--- config.mk ---
export PLATFORM = sky130hd
export DESIGN_NAME = codec_ctl_regfile
export DESIGN_NICKNAME = d
export VERILOG_FILES = /design/src/rtl/ccr_pkg.sv /design/src/rtl/ccr_shift_in.sv /design/src/rtl/ccr_decode.sv /design/src/rtl/ccr_att_stage.sv /design/src/rtl/codec_ctl_regfile.sv
export SDC_FILE = /design/constraint.sdc
export NUM_CORES = 1
export LEC_CHECK = 0
export BUFFER_PORTS_ARGS = -buffer_cell sky130_fd_sc_hd__buf_2
export CORE_MARGIN = 4
export CORE_UTILIZATION = 52
export DETAILED_ROUTE_END_ITERATION = 10
export HOLD_SLACK_MARGIN = 0.15
export PLACE_DENSITY_LB_ADDON = 0.15
export SYNTH_ARGS = -nofsm -noshare
export SYNTH_HDL_FRONTEND = slang
export SYNTH_SLANG_ARGS = --single-unit
--- constraint.sdc ---
create_clock -name clk -period 3.1 [get_ports clk]
set_input_delay 0.31 -clock clk [delete_from_list [all_inputs] [get_ports clk]]
set_output_delay 0.31 -clock clk [all_outputs]
set_load 0.005 [all_outputs]
--- src/rtl/ccr_pkg.sv ---
package ccr_pkg;

  typedef enum logic [1:0] {
    CMD_PLAIN = 2'd0,
    CMD_ATT   = 2'd1,
    CMD_RESET = 2'd2,
    CMD_BAD   = 2'd3
  } cmd_kind_e;

  // Power-on value of each register, indexed by address.
  function automatic logic [8:0] reg_default(input int unsigned idx);
    logic [8:0] v;
    case (idx)
      0, 4:   v = 9'h121;
      1, 5:   v = 9'h17e;
      2, 6:   v = 9'h07d;
      3:      v = 9'h014;
      7:      v = 9'h194;
      8:      v = 9'h01c;
      9, 10:  v = 9'h002;
      11:     v = 9'h0c2;
      12:     v = 9'h182;
      13:     v = 9'h082;
      14:     v = 9'h00a;
      15:     v = 9'h024;
      16:     v = 9'h009;
      18:     v = 9'h0ff;
      28:     v = 9'h1f0;
      29:     v = 9'h040;
      34:     v = 9'h031;
      35:     v = 9'h00b;
      36:     v = 9'h039;
      38:     v = 9'h010;
      39:     v = 9'h032;
      40:     v = 9'h054;
      41:     v = 9'h076;
      42:     v = 9'h098;
      50:     v = 9'h05e;
      51:     v = 9'h03e;
      default: v = (idx >= 20 && idx <= 27) ? 9'h0ff : 9'h000;
    endcase
    return v;
  endfunction

endpackage

--- src/rtl/ccr_shift_in.sv ---
module ccr_shift_in #(
  parameter int WORD_W = 16
) (
  input  logic              clk,
  input  logic              rst,
  input  logic              sck,
  input  logic              cs_n,
  input  logic              sdi,
  output logic [WORD_W-1:0] word,
  output logic              word_vld
);
  localparam int CNT_W = $clog2(WORD_W);

  logic             sck_q;
  logic [CNT_W-1:0] cnt;
  logic             rise;

  assign rise = sck & ~sck_q & ~cs_n;

  always_ff @(posedge clk) begin
    if (rst) begin
      sck_q    <= 1'b0;
      cnt      <= '0;
      word     <= '0;
      word_vld <= 1'b0;
    end else begin
      sck_q    <= sck;
      word_vld <= 1'b0;
      if (cs_n) begin
        cnt <= '0;
      end else if (rise) begin
        word <= {word[WORD_W-2:0], sdi};
        if (cnt == CNT_W'(WORD_W - 1)) begin
          cnt      <= '0;
          word_vld <= 1'b1;
        end else begin
          cnt <= cnt + 1'b1;
        end
      end
    end
  end


  vld_pulse_chk: assert property (@(posedge clk) disable iff (rst)
    word_vld |=> !word_vld);


  abort_chk: assert property (@(posedge clk) disable iff (rst)
    cs_n |=> !word_vld);

endmodule

--- src/rtl/ccr_decode.sv ---
module ccr_decode
  import ccr_pkg::*;
#(
  parameter int ADDR_W      = 7,
  parameter int NUM_REGS    = 54,
  parameter int NUM_PAIRS   = 3,
  parameter int ATT_BASE    = 20,
  parameter int MASTER_ADDR = 28,
  parameter int RESET_ADDR  = 53,
  parameter int CH_W        = 3
) (
  input  logic [ADDR_W-1:0] addr,
  output cmd_kind_e         kind,
  output logic [CH_W-1:0]   ch
);
  localparam int ATT_END = ATT_BASE + 2 * NUM_PAIRS;

  always_comb begin
    kind = CMD_PLAIN;
    ch   = '0;
    if (int'(addr) == RESET_ADDR) begin
      kind = CMD_RESET;
    end else if (int'(addr) >= NUM_REGS) begin
      kind = CMD_BAD;
    end else if (int'(addr) >= ATT_END && int'(addr) < MASTER_ADDR) begin
      kind = CMD_BAD;
    end else if (int'(addr) >= ATT_BASE && int'(addr) < ATT_END) begin
      kind = CMD_ATT;
      ch   = CH_W'(int'(addr) - ATT_BASE);
    end else if (int'(addr) == MASTER_ADDR) begin
      kind = CMD_ATT;
      ch   = CH_W'(2 * NUM_PAIRS);
    end
  end

endmodule

--- src/rtl/ccr_att_stage.sv ---
module ccr_att_stage #(
  parameter int                CODE_W   = 8,
  parameter logic [CODE_W-1:0] DEF_CODE = '1
) (
  input  logic              clk,
  input  logic              load_def,
  input  logic              wr,
  input  logic              upd,
  input  logic              sib_upd,
  input  logic [CODE_W-1:0] wr_code,
  input  logic [CODE_W-1:0] shadow_code,
  output logic [CODE_W-1:0] active
);

  always_ff @(posedge clk) begin
    if (load_def)          active <= DEF_CODE;
    else if (wr && upd)    active <= wr_code;
    else if (sib_upd)      active <= shadow_code;
  end


  att_hold_chk: assert property (@(posedge clk) disable iff (load_def)
    (!(wr && upd) && !sib_upd) |=> $stable(active));


  att_own_chk: assert property (@(posedge clk) disable iff (load_def)
    (wr && upd) |=> active == $past(wr_code));


  att_sib_chk: assert property (@(posedge clk) disable iff (load_def)
    (sib_upd && !wr) |=> active == $past(shadow_code));

endmodule

--- src/rtl/codec_ctl_regfile.sv ---
module codec_ctl_regfile
  import ccr_pkg::*;
#(
  parameter int ADDR_W      = 7,
  parameter int DATA_W      = 9,
  parameter int CODE_W      = 8,
  parameter int NUM_REGS    = 54,
  parameter int NUM_PAIRS   = 3,
  parameter int ATT_BASE    = 20,
  parameter int MASTER_ADDR = 28,
  parameter int RESET_ADDR  = 53
) (
  input  logic                       clk,
  input  logic                       rst,
  input  logic                       ctl_sck,
  input  logic                       ctl_cs_n,
  input  logic                       ctl_sdi,
  output logic [NUM_REGS*DATA_W-1:0] reg_flat,
  output logic [(2*NUM_PAIRS+1)*CODE_W-1:0] att_code,
  output logic [2*NUM_PAIRS:0]       att_mute,
  output logic                       cmd_err
);
  localparam int WORD_W = ADDR_W + DATA_W;
  localparam int NCH    = 2 * NUM_PAIRS + 1;
  localparam int CH_W   = $clog2(NCH);
  localparam int IDX_W  = $clog2(NUM_REGS);

  logic [WORD_W-1:0] word;
  logic              word_vld;
  logic [ADDR_W-1:0] addr;
  logic [DATA_W-1:0] data;
  logic [IDX_W-1:0]  addr_idx;
  cmd_kind_e         kind;
  logic [CH_W-1:0]   ch;
  logic              load_def;
  logic              do_store;
  logic              att_wr;
  logic              upd;

  logic [DATA_W-1:0] regs [NUM_REGS];

  ccr_shift_in #(.WORD_W(WORD_W)) u_shift (
    .clk      (clk),
    .rst      (rst),
    .sck      (ctl_sck),
    .cs_n     (ctl_cs_n),
    .sdi      (ctl_sdi),
    .word     (word),
    .word_vld (word_vld)
  );

  assign addr     = word[WORD_W-1:DATA_W];
  assign data     = word[DATA_W-1:0];
  assign addr_idx = addr[IDX_W-1:0];
  assign upd      = data[DATA_W-1];

  ccr_decode #(
    .ADDR_W      (ADDR_W),
    .NUM_REGS    (NUM_REGS),
    .NUM_PAIRS   (NUM_PAIRS),
    .ATT_BASE    (ATT_BASE),
    .MASTER_ADDR (MASTER_ADDR),
    .RESET_ADDR  (RESET_ADDR),
    .CH_W        (CH_W)
  ) u_dec (
    .addr (addr),
    .kind (kind),
    .ch   (ch)
  );

  assign load_def = rst | (word_vld & (kind == CMD_RESET));
  assign do_store = word_vld & ((kind == CMD_PLAIN) | (kind == CMD_ATT));
  assign att_wr   = word_vld & (kind == CMD_ATT);

  always_ff @(posedge clk) begin
    if (load_def) begin
      for (int i = 0; i < NUM_REGS; i++) regs[i] <= DATA_W'(reg_default(i));
    end else if (do_store) begin
      regs[addr_idx] <= data;
    end
  end

  always_ff @(posedge clk) begin
    if (rst) cmd_err <= 1'b0;
    else     cmd_err <= word_vld & (kind == CMD_BAD);
  end

  for (genvar a = 0; a < NUM_REGS; a++) begin : g_flat
    assign reg_flat[a*DATA_W +: DATA_W] = regs[a];
  end

  for (genvar c = 0; c < NCH; c++) begin : g_ch
    localparam int          A   = (c < 2 * NUM_PAIRS) ? ATT_BASE + c : MASTER_ADDR;
    localparam logic [8:0]  DV  = reg_default(A);
    localparam int          SIB = c ^ 1;
    logic sib_upd;
    logic [CODE_W-1:0] act;

    if (c < 2 * NUM_PAIRS) begin : g_pair
      assign sib_upd = att_wr & upd & (ch == CH_W'(SIB));
    end else begin : g_master
      assign sib_upd = 1'b0;
    end

    ccr_att_stage #(
      .CODE_W   (CODE_W),
      .DEF_CODE (CODE_W'(DV))
    ) u_att (
      .clk         (clk),
      .load_def    (load_def),
      .wr          (att_wr & (ch == CH_W'(c))),
      .upd         (upd),
      .sib_upd     (sib_upd),
      .wr_code     (data[CODE_W-1:0]),
      .shadow_code (regs[A][CODE_W-1:0]),
      .active      (act)
    );

    assign att_code[c*CODE_W +: CODE_W] = act;
    assign att_mute[c] = (act == '0);
  end


  bad_ignore_chk: assert property (@(posedge clk) disable iff (rst)
    (word_vld && kind == CMD_BAD) |=> $stable(reg_flat));


  err_src_chk: assert property (@(posedge clk) disable iff (rst)
    cmd_err |-> $past(word_vld));


  rst_def_chk: assert property (@(posedge clk) disable iff (rst)
    $past(rst) |-> (regs[0] == DATA_W'(reg_default(0)) && !cmd_err));


  wr_apply_chk: assert property (@(posedge clk) disable iff (rst)
    do_store |=> regs[$past(addr_idx)] == $past(data));

endmodule

Yosys cells after proc, flatten, opt, wreduce, memory -nomap -nowiden. Memories as Yosys holds them, arrays and structs flattened. Cells that the tools add are included.

Register bits after elaboration: 79. Bits in writable memories: 486. Bits of input ports: 5. Output and inout bits: 550. Word-level logic and storage cells: 144. Memories: 1.

Memories: regs (words 54, bits a word 9, read ports 54, clocked after memory_dff 0, wr ports 54, line codec_ctl_regfile.sv:40) `logic [DATA_W-1:0] regs [NUM_REGS];`.

$add $sub $neg: 2. Order comparisons: 5. Equal/unequal tests: 12. Multiplexer cells: 59. Bitwise gates (word level): 25. Reductions and logical operators: 28.

Operator list (number): $mux W9 (28); $mux W8 (12); $logic_not A8 Y1 (7); $and A1 B1 Y1 (20); $mux W3 (5); $ge A7 B5 Y1 const B (2); $lt A7 B5 Y1 const B (2); $reduce_bool A2 Y1 (6); $eq A3 B3 Y1 const B (3); $logic_and A1 B1 Y1 (9); $reduce_or A9 Y1 (1); $mux W1 (8); $mux W2 (4); $eq A7 B6 Y1 const B (1); $eq A7 B7 Y1 const B (1); $ge A7 B6 Y1 const B (1); $eq A3 B2 Y1 const B (2); $mux W6 (1); $add A4 B1 Y4 const B (1); $eq A2 B2 Y1 const B (2); $eq A4 B4 Y1 const B (1); $mux W4 (1); $eq A3 B1 Y1 const B (1); $logic_not A3 Y1 (1); other kinds (8) (11).

Longest topological paths before layout.
Depth after elaboration: 14. Mapped depth: 10. Gate-level depth less buffers: 6.

By module. From an unflattened synthesis, not the netlist that was laid out.

Cell total of the unflattened synthesis: 1685. Area total of the unflattened synthesis: 23276.1 sq um.

Modules (own cells, without submodules): codec_ctl_regfile (times used 1, cells an instance 1369, area each 19775.2 sq um, seq. area each 14614.0 sq um); ccr_att_stage at g_ch[0].u_att ... (times used 6, cells an instance 27, area each 350.3 sq um, seq. area each 160.2 sq um); ccr_shift_in (times used 1, cells an instance 97, area each 862.1 sq um, seq. area each 440.4 sq um); ccr_att_stage at g_ch[6].u_att (times used 1, cells an instance 38, area each 390.4 sq um, seq. area each 160.2 sq um); ccr_decode (times used 1, cells an instance 19, area each 146.4 sq um, seq. area each 0.0 sq um).

Worst setup path before layout. No wires, ideal clock.

Kind: input -> register. Start: in rst. End: mem regs[36][0] (enable). Library setup time: 387 ps. Arrival time: 2196 ps. Required time: 2713 ps. Path slack: 517 ps. Stages on the path: 6. Buffers on the path: 3. Path through: clkbuf_1 -> nand2b_1 -> or3_1 -> buf_2 -> buf_2 -> o21ai_0.

RTL lines: start: declaration (line codec_ctl_regfile.sv:14) `input logic rst,`; end: declaration (line codec_ctl_regfile.sv:40).

==> flow_summary.toml <==
[min_path]
hp-class = "flop to flop"
min_from = "g_ch[2].u_att.active[5]"
whs_path_depth = 2
holdPathEnd = "g_ch[2].u_att.active[5]"

[synth]
yosysUniqueCellTypes = 52
ys_top_cells_by_area = "edfxtp_1 (66%), dfxtp_1 (7.2%), and2_1 (5.7%)"
ys_seq_elements = 565
synth_compound_area_frac = 0.0318
synth_top_area_cell = "edfxtp_1"
syn-cell-area_um2 = 22100
synth_cells = 1637
synth_fa_ha_area_frac = 0.000567
async_reset_ff_frac = 0
synthMuxAreaShare = 0.0109
synth-simple-area-share = 0.192
ys_seq_area_frac = 0.733
synth-edff-count = 486
synth.avg_cell_area_um2 = 13.5
ys.warnings.count = 0
yosysTopAreaCellShare = 0.661
yosys.area_share.xor_xnor = 0.00119
synth_top_family_by_area = "simple AND/OR/NAND/NOR gates"
ys.flop_type = "edfxtp_1"

[setup_path]
timing.rr.start = "u_shift.word[9]"
r2r-end = "regs[49][7]"
arrival_ns = 3.05
r2r_cells = 4
cp.required_ns = 3.36
cp-end-kind = "flop"
cp-start-kind = "flop"
reg2reg_slack_ns = 0.31
worstSetupPathType = "flop to flop"
path_max_fanout = 14

[layout]
layout_common_cells = "buf_2 (554), edfxtp_1 (486), and2_1 (201)"
layout_commonest_cell = "buf_2"
fin_util = 0.663
area_delta_synth_final_pct = 25.9
drive_gt1_frac = 0.350
final_area_um2 = 27800
layout.nets = 2231

[global_route]
first_global_vias = 15600
antenna_found_initial = 1
grt_max_degree = 45
overflow = 0
grt_pass1_wl_um = 106000
track_usage = 0.307

[timing]
clock_skew_ns = 0.0275
fin_tns_setup_ns = 0
period_share = 0.900
fin_crit_ns = 2.79
timing_worst_slew_pin_value_ns = 1.35
finalMaxSlewViolations = 0
rsz0062_at_grt = "false"
slew_headroom = 0.0887
hold_viol_final = 0
finalSetupViolations = 0
max_freq_ghz = 0.358

[job]
drv_cap = 0

[routing]
routed_wl_um = 72200
drt_iter0_drc = 1434
vias = 15900
drt_first_pass_iters = 5
ant_nets = 0
post_drt_wl_per_cell_um = 25.7
vias_per_cell = 5.65
drc_errors = 0

[place]
place_hpwl_um = 50100
gp_congestion = 0.884
io_buffers = 554
placed_area_um2 = 25800

[clock_tree]
cts_buffers = 55
clockBufferDepth = 3
clock_sinks = 565
cts_tree = "done"
clkTransAtPathRegs_ns = 0.06
clk_latency_ns = 0.61
htreeDepth = 2
clock-root-buffer = "clkbuf_16"
cts_resized = 0

[die]
die_area_um2 = 45800
io_pins = 555
core_um2 = 41900
start_util = 0.526
std_cell_rows = 75
dieHeight_um = 214
die_w_um = 214

[outcome]
status = "completed"

[power_and_ir_drop]
ir_worst_vdd_uv = 467
finalPower_w = 0.0166
static-leakage-power_nw = 10.5
powerDensity_nw_per_um2 = 598
metal layers:
| layer | share of wire | up-vias | GRT usage |
|---|---|---|---|
| li1 | - | 7015 | - |
| met1 | 0.39 | 7836 | 0.404 |
| met2 | 0.47 | 900 | 0.487 |
| met3 | 0.10 | 142 | 0.0894 |
| met4 | 0.042 | 0 | 0.122 |
| met5 | 0 | - | 0 |
metrics by stage:
step | setup WS (ns) | hold slack [ns] | std cells
after CTS | 0.321 | 0.492 | 2810
after global placement | 0.461 | 0.472 | 2703
final | 0.310 | 0.504 | 2811
after floorplan | 0.517 | 0.387 | 1662
after detailed placement | 0.303 | 0.488 | 2703
after global routing | 0.113 | 0.537 | 2810
worst max-delay path by stage:
stage	startpoint	endpoint	slack, ns	cells after the start
6_report	u_shift.word[9]	regs[49][7]	0.31	4
5_1_grt	u_shift.word[13]	regs[19][7]	0.11	4
4_1_cts	u_shift.word[9]	regs[49][2]	0.32	4
3_5_place_dp	u_shift.word[9]	regs[49][2]	0.30	4
3_3_place_gp	u_shift.word[9]	regs[49][6]	0.46	4
2_1_floorplan	rst	regs[36][0]	0.52	6
cell families (layout without fill, tap and decap cells):
family	count (synthesis)	in the layout
muxes	24	24
adders and majority gates	1	1
other	2	28
xor gates and xnor gates	3	3
buffers and inverters	158	767
and+or+nand+nor	765	765
AOI/OAI and AO/OA	119	119
DFF	565	565
synth_stat cells (9+ instances only):
cell	count
a21oi_1	41
a31oi_1	9
and2_1	201
buf_2	25
clkbuf_1	114
dfxtp_1	79
edfxtp_1	486
mux2i_1	24
nand2_1	128
nand2b_1	50
nand3_1	16
nor2_1	78
nor3_1	104
nor4_1	28
o21ai_0	45
or2_2	25
or3_1	77
or4_1	15
registers in the layout (all words and copies together), names as in the netlist:
name and cells:
cmd_err 1, g_ch.u_att.active 56, regs 486, u_shift.cnt 4
u_shift.sck_q 1, u_shift.word 16, u_shift.word_vld 1
worst max-delay path: stages, from the launching register on:
cell      delay [ns]
dfxtp_1         0.60
nor2b_1         0.33
nand3_2         0.31
nor3_1          0.73
nand2b_1        0.49
repair_timing:
item | 4_1_cts | 5_1_grt
hold buffers | 4 | 0
hold endpoints to repair | 12 | 0
buffers inserted | 0 | 0
where the power goes:
part | switching [W] | internal (W) | total (W)
sequential | 0.000136 | 0.00857 | 0.00870
clock | 0.00291 | 0.00429 | 0.00721
combinational | 0.000452 | 0.000273 | 0.000725
cell type report:
type / instances / area [um^2]
inverter: 9 / 33.8
clock buffer: 78 / 1650
sequential: 565 / 16200
tap: 539 / 674
antenna: 1 / 2.50
clock inverter: 25 / 322
fill: 3129 / 14200
multi-input combinational: 939 / 5340
timing repair buffer: 655 / 3590
Note: power is estimated with default switching activity, not from simulation.
